File: src/rtl/wk_pkg.sv
package wk_pkg;
  localparam int unsigned NUM_LINES    = 8;
  localparam int unsigned SRC_PER_LINE = 3;
  localparam int unsigned SYNC_STAGES  = 2;
  localparam int unsigned DATA_W       = 32;
  localparam int unsigned ADDR_W       = 3;

  typedef enum logic [ADDR_W-1:0] {
    REG_ENABLE   = 3'd0,
    REG_POLARITY = 3'd1,
    REG_SELECT   = 3'd2,
    REG_STATUS   = 3'd3,
    REG_CLEAR    = 3'd4
  } reg_addr_e;
endpackage

File: src/rtl/wk_sync.sv
module wk_sync #(
  parameter int unsigned WIDTH  = 24,
  parameter int unsigned STAGES = 2
) (
  input  logic             clk_i,
  input  logic             rst_ni,
  input  logic [WIDTH-1:0] d_i,
  output logic [WIDTH-1:0] q_o
);
  logic [STAGES-1:0][WIDTH-1:0] stage_q;

  always_ff @(posedge clk_i or negedge rst_ni) begin
    if (!rst_ni) begin
      stage_q <= '0;
    end else begin
      stage_q[0] <= d_i;
      for (int s = 1; s < STAGES; s++) stage_q[s] <= stage_q[s-1];
    end
  end

  assign q_o = stage_q[STAGES-1];
endmodule

File: src/rtl/wk_regs.sv
module wk_regs
  import wk_pkg::*;
#(
  parameter int unsigned NUM_LINES = 8,
  parameter int unsigned SEL_W     = 2,
  parameter int unsigned DATA_W    = 32
) (
  input  logic                       clk_i,
  input  logic                       rst_ni,
  input  logic                       we_i,
  input  logic [ADDR_W-1:0]          addr_i,
  input  logic [DATA_W-1:0]          wdata_i,
  output logic [DATA_W-1:0]          rdata_o,
  input  logic [NUM_LINES-1:0]       flags_i,
  output logic [NUM_LINES-1:0]       en_o,
  output logic [NUM_LINES-1:0]       pol_o,
  output logic [NUM_LINES*SEL_W-1:0] sel_o,
  output logic                       hold_o,
  output logic [NUM_LINES-1:0]       clr_o
);
  localparam int unsigned SELW_TOT = NUM_LINES * SEL_W;

  logic [NUM_LINES-1:0] en_q, pol_q;
  logic [SELW_TOT-1:0]  sel_q;
  logic                 hold_q;
  logic                 cfg_wr;
  logic                 unused_wdata;

  assign unused_wdata = ^wdata_i[DATA_W-1:SELW_TOT];

  assign cfg_wr = we_i && (addr_i == REG_ENABLE || addr_i == REG_POLARITY ||
                           addr_i == REG_SELECT);

  always_ff @(posedge clk_i or negedge rst_ni) begin
    if (!rst_ni) begin
      en_q   <= '0;
      pol_q  <= '0;
      sel_q  <= '0;
      hold_q <= 1'b0;
    end else begin
      hold_q <= cfg_wr;
      if (we_i && addr_i == REG_ENABLE)   en_q  <= wdata_i[NUM_LINES-1:0];
      if (we_i && addr_i == REG_POLARITY) pol_q <= wdata_i[NUM_LINES-1:0];
      if (we_i && addr_i == REG_SELECT)   sel_q <= wdata_i[SELW_TOT-1:0];
    end
  end

  assign clr_o = (we_i && addr_i == REG_CLEAR) ? wdata_i[NUM_LINES-1:0] : '0;

  always_comb begin
    rdata_o = '0;
    case (addr_i)
      REG_ENABLE:   rdata_o[NUM_LINES-1:0] = en_q;
      REG_POLARITY: rdata_o[NUM_LINES-1:0] = pol_q;
      REG_SELECT:   rdata_o[SELW_TOT-1:0]  = sel_q;
      REG_STATUS:   rdata_o[NUM_LINES-1:0] = flags_i;
      default:      rdata_o = '0;
    endcase
  end

  assign en_o   = en_q;
  assign pol_o  = pol_q;
  assign sel_o  = sel_q;
  assign hold_o = hold_q;
endmodule

File: src/rtl/wk_line.sv
module wk_line #(
  parameter int unsigned SRC_PER_LINE = 3,
  parameter int unsigned SEL_W        = 2
) (
  input  logic                    clk_i,
  input  logic                    rst_ni,
  input  logic [SRC_PER_LINE-1:0] cand_i,
  input  logic [SEL_W-1:0]        sel_i,
  input  logic                    pol_i,
  input  logic                    en_i,
  input  logic                    hold_i,
  input  logic                    clr_i,
  output logic                    flag_o
);
  logic cur, valid, prev_q, flag_q;
  logic rise, fall, edge_hit, det;

  always_comb begin
    cur   = 1'b0;
    valid = 1'b0;
    for (int k = 0; k < SRC_PER_LINE; k++) begin
      if (sel_i == SEL_W'(k)) begin
        cur   = cand_i[k];
        valid = 1'b1;
      end
    end
  end

  // history follows the selected input every cycle; hold_i masks the cycle after a re-point
  always_ff @(posedge clk_i or negedge rst_ni) begin
    if (!rst_ni) prev_q <= 1'b0;
    else         prev_q <= cur;
  end

  assign rise     = cur & ~prev_q;
  assign fall     = ~cur & prev_q;
  assign edge_hit = pol_i ? rise : fall;
  assign det      = en_i & valid & ~hold_i & edge_hit;

  always_ff @(posedge clk_i or negedge rst_ni) begin
    if (!rst_ni) flag_q <= 1'b0;
    else         flag_q <= (flag_q & ~clr_i) | det;
  end

  assign flag_o = flag_q;
endmodule

File: src/rtl/wake_sel_det.sv
module wake_sel_det
  import wk_pkg::*;
#(
  parameter int unsigned NUM_LINES    = wk_pkg::NUM_LINES,
  parameter int unsigned SRC_PER_LINE = wk_pkg::SRC_PER_LINE,
  parameter int unsigned SYNC_STAGES  = wk_pkg::SYNC_STAGES,
  parameter int unsigned DATA_W       = wk_pkg::DATA_W
) (
  input  logic                              clk_i,
  input  logic                              rst_ni,
  input  logic [NUM_LINES*SRC_PER_LINE-1:0] src_i,
  input  logic                              reg_we_i,
  input  logic [ADDR_W-1:0]                 reg_addr_i,
  input  logic [DATA_W-1:0]                 reg_wdata_i,
  output logic [DATA_W-1:0]                 reg_rdata_o,
  output logic                              wake_req_o
);
  localparam int unsigned NUM_SRC = NUM_LINES * SRC_PER_LINE;
  localparam int unsigned SEL_W   = $clog2(SRC_PER_LINE + 1);

  logic [NUM_SRC-1:0]         src_s;
  logic [NUM_LINES-1:0]       en_w, pol_w, clr_w, flags_w;
  logic [NUM_LINES*SEL_W-1:0] sel_w;
  logic                       hold_w;

  wk_sync #(.WIDTH(NUM_SRC), .STAGES(SYNC_STAGES)) u_sync (
    .clk_i (clk_i),
    .rst_ni(rst_ni),
    .d_i   (src_i),
    .q_o   (src_s)
  );

  wk_regs #(.NUM_LINES(NUM_LINES), .SEL_W(SEL_W), .DATA_W(DATA_W)) u_regs (
    .clk_i  (clk_i),
    .rst_ni (rst_ni),
    .we_i   (reg_we_i),
    .addr_i (reg_addr_i),
    .wdata_i(reg_wdata_i),
    .rdata_o(reg_rdata_o),
    .flags_i(flags_w),
    .en_o   (en_w),
    .pol_o  (pol_w),
    .sel_o  (sel_w),
    .hold_o (hold_w),
    .clr_o  (clr_w)
  );

  for (genvar n = 0; n < NUM_LINES; n++) begin : g_line
    logic [SRC_PER_LINE-1:0] cand;
    for (genvar k = 0; k < SRC_PER_LINE; k++) begin : g_cand
      assign cand[k] = src_s[k*NUM_LINES + n];
    end

    wk_line #(.SRC_PER_LINE(SRC_PER_LINE), .SEL_W(SEL_W)) u_line (
      .clk_i (clk_i),
      .rst_ni(rst_ni),
      .cand_i(cand),
      .sel_i (sel_w[n*SEL_W +: SEL_W]),
      .pol_i (pol_w[n]),
      .en_i  (en_w[n]),
      .hold_i(hold_w),
      .clr_i (clr_w[n]),
      .flag_o(flags_w[n])
    );
  end

  assign wake_req_o = |(flags_w & en_w);
endmodule

File: config.mk
export PLATFORM = sky130hd
export DESIGN_NAME = wake_sel_det
export DESIGN_NICKNAME = d
export VERILOG_FILES = /design/src/rtl/wk_pkg.sv /design/src/rtl/wk_sync.sv /design/src/rtl/wk_regs.sv /design/src/rtl/wk_line.sv /design/src/rtl/wake_sel_det.sv
export SDC_FILE = /design/constraint.sdc
export NUM_CORES = 1
export LEC_CHECK = 0
export BUFFER_PORTS_ARGS = -buffer_cell sky130_fd_sc_hd__buf_2
export CELL_PAD_IN_SITES_DETAIL_PLACEMENT = 0
export CELL_PAD_IN_SITES_GLOBAL_PLACEMENT = 1
export CORE_ASPECT_RATIO = 1.1
export CORE_MARGIN = 5
export CORE_UTILIZATION = 38
export DETAILED_ROUTE_END_ITERATION = 8
export PLACE_DENSITY_LB_ADDON = 0.1
export SKIP_LAST_GASP = 1
export SLEW_MARGIN = 20
export SYNTH_ARGS = -nofsm -noshare
export SYNTH_HDL_FRONTEND = slang
export SYNTH_SLANG_ARGS = --single-unit
File: constraint.sdc
create_clock -name clk_i -period 1.45 [get_ports clk_i]
set_clock_uncertainty 0.15 [all_clocks]
set_input_delay 0.29 -clock clk_i [delete_from_list [all_inputs] [get_ports clk_i]]
set_output_delay 0.29 -clock clk_i [all_outputs]
set_load 0.1 [all_outputs]
After elaboration in Yosys (flattened, before gate mapping) --
Index checks and enable logic that the tools add are counted.
Operators by class: muxes and demuxes 59, bitwise gates (word level) 82, eq/ne operators 20, reduce and logical (&&, ||, !) cells 17
Operators by type and width (count):
- $mux 1 | 56
- $and 1x1->1 | 48
- $pmux 8 s4 | 1
- $not 1->1 | 25
- $eq 2x1->1 const B | 8
- $eq 2x2->1 const B | 8
- $logic_not 2->1 | 8
- $mux 8 | 2
- $and 8x8->8 | 1
- $or 1x1->1 | 8
- $reduce_or 8->1 | 1
- $eq 3x2->1 const B | 2
- $logic_and 1x1->1 | 5
- $eq 3x1->1 const B | 1
- $eq 3x3->1 const B | 1
- $logic_not 3->1 | 1
- $logic_or 1x1->1 | 2
Word-level totals: input bits 62, logic and storage cells 200, bits in registers 97

Longest topological paths before layout --
depth after elaboration 9, mapped depth 5, gate-level depth less buffers 4

Cells and area by module --
A second synthesis with hierarchy kept.
Second synthesis, totals: cell total of the unflattened synthesis 343, area total of the unflattened synthesis 4346.7 µm²
By module, submodules not included:
- wk_regs | cells each 138, area an instance 1757.9 µm², seq. area each 825.8 µm², times used 1
- wk_sync | cells each 72, area an instance 1381.3 µm², seq. area each 1201.2 µm², times used 1
- wk_line | cells each 16, area an instance 146.4 µm², seq. area each 50.0 µm², times used 8
- wake_sel_det | cells each 5, area an instance 36.3 µm², seq. area each 0.0 µm², times used 1

Worst setup path after synthesis --
Ideal clock, no wire load.
path type input to output, start in reg_addr_i[1], end out reg_rdata_o[3], setup slack -1.143 ns, data arrival time 2.153 ns, stages 3, path through buf_2 > mux4_2 > nor2b_1
Between the ends: cells in the longest elaborated chain, start to end 2, elaborated cells on any way between the ends 5
RTL lines:
- start, declared | line wake_sel_det.sv:13 | input logic [ADDR_W-1:0] reg_addr_i,
- $eq 3x2->1, or another cell as far along | line wk_regs.sv:52 | case (addr_i)
- $pmux 8 s4 * | line wk_regs.sv:52
- end, declared | line wake_sel_det.sv:15 | output logic [DATA_W-1:0] reg_rdata_o,
Every way passes the cells marked *; elsewhere a longest branch is shown, timed or not.

Worst setup path in the final report --
start reg u_regs.sel_q[0] (netlist: u_regs.sel_o[0]), end out reg_rdata_o[0]
Between the ends: cells in the longest elaborated chain, start to end 1
RTL lines:
- start, declared | line wk_regs.sv:24 | logic [SELW_TOT-1:0] sel_q;
- start signal, assigned | line wk_regs.sv:44 | if (we_i && addr_i == REG_SELECT) sel_q <= wdata_i[SELW_TOT-1:0];
- $pmux 8 s4 | line wk_regs.sv:52
No other way between the ends.

==> out/results.ini <==
[logic_synthesis]
yosysUniqueCellTypes=28
synthCells=270
yosys.area.top_type=dfrtp_1
avgSynthCellArea_um2=14.22
synth_area_um2=3840
yosysMostFrequentCell=dfrtp_1
synth_commonest_cells=97 x dfrtp_1, 24 x mux2_2, 17 x buf_4, 17 x nand2_1, 16 x o21ai_0
yosysWarnings=0
synthFlopType=dfrtp_1
ys_async_sr_fraction=1.000
yosys-top-cells-area=dfrtp_1 63%, mux2_2 7.0%, mux4_2 4.7%, buf_4 3.3%, a221o_1 2.1%
netlist.area_leader.share=0.6321
ys_seq_area_frac=0.6321
ys_ff_latch=97
synth_edf_count=0

[die]
dieWidth_um=105.8
dieHeight_um=115.4
start_util=0.3883
coreArea_um2=9889
ios=95
die-area_um2=12220
num_rows=38

[timing]
max_freq_mhz=502.9
grt_setup_unrepaired=yes
finalCritPeriodShare=1.371
drv_slew=0
timing.final.hold_violations=0
holdWs_ns=0.01867
setup_ws_ns=-0.5386
setup_viol=21
period_needed_ns=1.989

[finish]
fin_nets=493
drive_gt1_frac=0.5103
antenna_cells=0
areaGrowthSynthToFinish_pct=50.67
nFillCells=819

[job]
maxCapViolCount=0

[clock_network]
cts_htree_levels=3
clkLatencyLatePin_ns=0.35
cts_sinks=97
clk_pin_slew_ns=0.09
cts_tree=built
cts_made_buffers=9
cts_max_path_buffers=2
ctsRootBufferMaster=clkbuf_8

[critical_path]
critPathMaxFanout=2
arrival_ns=1.55
critPathMaxStageDelay_ns=0.47
worstSetupStartpointType=flip-flop
path_cells=mux4_2 > nor2b_4 > buf_12
critPathCaptureType=primary output
rrSetupSlack_ns=-0.05
cpMaxStageDelayCell=mux4_2
critical_path_class=reg -> out
crit_required_ns=1.01

[power_and_ir_drop]
power_leakage_nw=2.592
finalPower_mw=7.955
vdd_drop_max_mv=0.5725
p_per_area_nw_per_um2=1375

[global_routing]
antenna_found_initial=0
grtUsageTotal=0.1506
overflow=0
grt_pass1_wl_um=14100
first_global_vias=2763
grt_max_degree=30

[placed_design]
port_buffers=62
dp_hpwl_um=6160
globalplace.congestion=0.7951

[detailed_routing]
drt_first_pass_iters=4
drc_errors=0
post_drt_wl_per_cell_um=15.88
vias=2620
drtIter0Drc=90
via_per_inst=4.721
postRouteAntennaNets=0
wirelength_um=8814

[hold_path]
worstHoldPathType=in -> reg

[run_status]
status=complete, but fails checks
violations=setup timing

[worst max-delay path, delay by kind of cell, from the launching register on]
family	cells	cell delay [ns]
buf+inv	1	0.16
flops	1	0.42
simple gates	1	0.15
mux	1	0.47
[kinds of logic (layout without fill, tap and decap cells)]
family | after synthesis | in the layout | synth area share
AND/OR/NAND/NOR | 65 | 65 | 0.1114
flip-flops | 97 | 97 | 0.6321
multiplexers | 40 | 40 | 0.1382
buffers and inverters | 30 | 180 | 0.04822
other | 1 | 16 | 0.0009766
AO/OA/AOI/OAI | 37 | 37 | 0.06908
[layout make-up]
class / count / area [µm²] / share of cell area
inverter: 8 / 30.03 / 0.005190
clock buffer: 11 / 141.4 / 0.02444
clock inverter: 4 / 53.80 / 0.009299
timing repair buffer: 157 / 1475 / 0.2550
tap: 120 / 150.1 / 0.02595
multi-input combinational: 158 / 1506 / 0.2604
sequential: 97 / 2429 / 0.4198
[cells in the final DEF (no fill, tap or decap), types with 9 or more instances in the layout]
cell,instances
dfrtp_1,96
buf_4,53
buf_2,42
dlygate4sd3_1,29
mux2_2,24
buf_12,23
nand2_1,17
conb_1,16
clkbuf_8,10
buf_6,9
[worst paths after layout]
path | start | end | cells past startpoint
max reg2reg | u_regs.sel_o[0] | g_line[0].u_line.flag_o | 5
min | reg_wdata_i[12] | u_regs.sel_o[12] | 2
min in group asynchronous | rst_ni | u_sync.q_o[15] | 2
min reg2reg | u_sync.stage_q[3] | u_sync.q_o[3] | 0
max in group asynchronous | rst_ni | g_line[4].u_line.flag_o | 3
max | u_regs.sel_o[0] | reg_rdata_o[0] | 3
[power breakdown]
group | leakage, nW | total [mW] | internal [mW] | switching (mW)
Combinational | 1.36 | 2.82 | 1.42 | 1.40
Sequential | 1.14 | 3.38 | 3.12 | 0.257
Clock | 0.0916 | 1.75 | 0.840 | 0.914
[timing repair]
item	4_1_cts	5_1_grt
hold buffers	29	0
endpoints found under the hold margin	106	0
endpoints found under the setup margin	25	25
pin swaps	4	7
buffers inserted	6	8
gates resized for setup	59	17
[state kept, by name (all words and copies together) (netlist names)]
register / count
u_sync.stage_q: 24
u_sync.q_o: 24
u_regs.en_o: 8
u_regs.sel_o: 16
g_line.u_line.flag_o: 8
u_regs.hold_o: 1
g_line.u_line.prev_q: 8
u_regs.pol_o: 8
[layer usage]
metal / up-vias / global-route usage / routed length, µm
li1: 1254 / - / -
met1: 1305 / 0.1950 / 3816
met2: 51 / 0.2577 / 4562
met3: 10 / 0.02730 / 321
met4: 0 / 0.05181 / 113
met5: - / 0 / 0
[metrics by stage]
step                utilization  cells  instance area [µm²]  TNS (ns)  setup WS, ns
floorplan                     -    285                 4019    -2.460       -0.4560
global placement         0.4967    498                 4912    -16.43       -0.6357
detailed placement       0.4967    498                 4912    -16.67       -0.6375
CTS                      0.5705    548                 5642    -6.597       -0.5582
global route             0.5850    555                 5786    -7.485       -0.6161
finish                   0.5850    555                 5786    -6.292       -0.5386
Power figures use the tool's default switching activity.
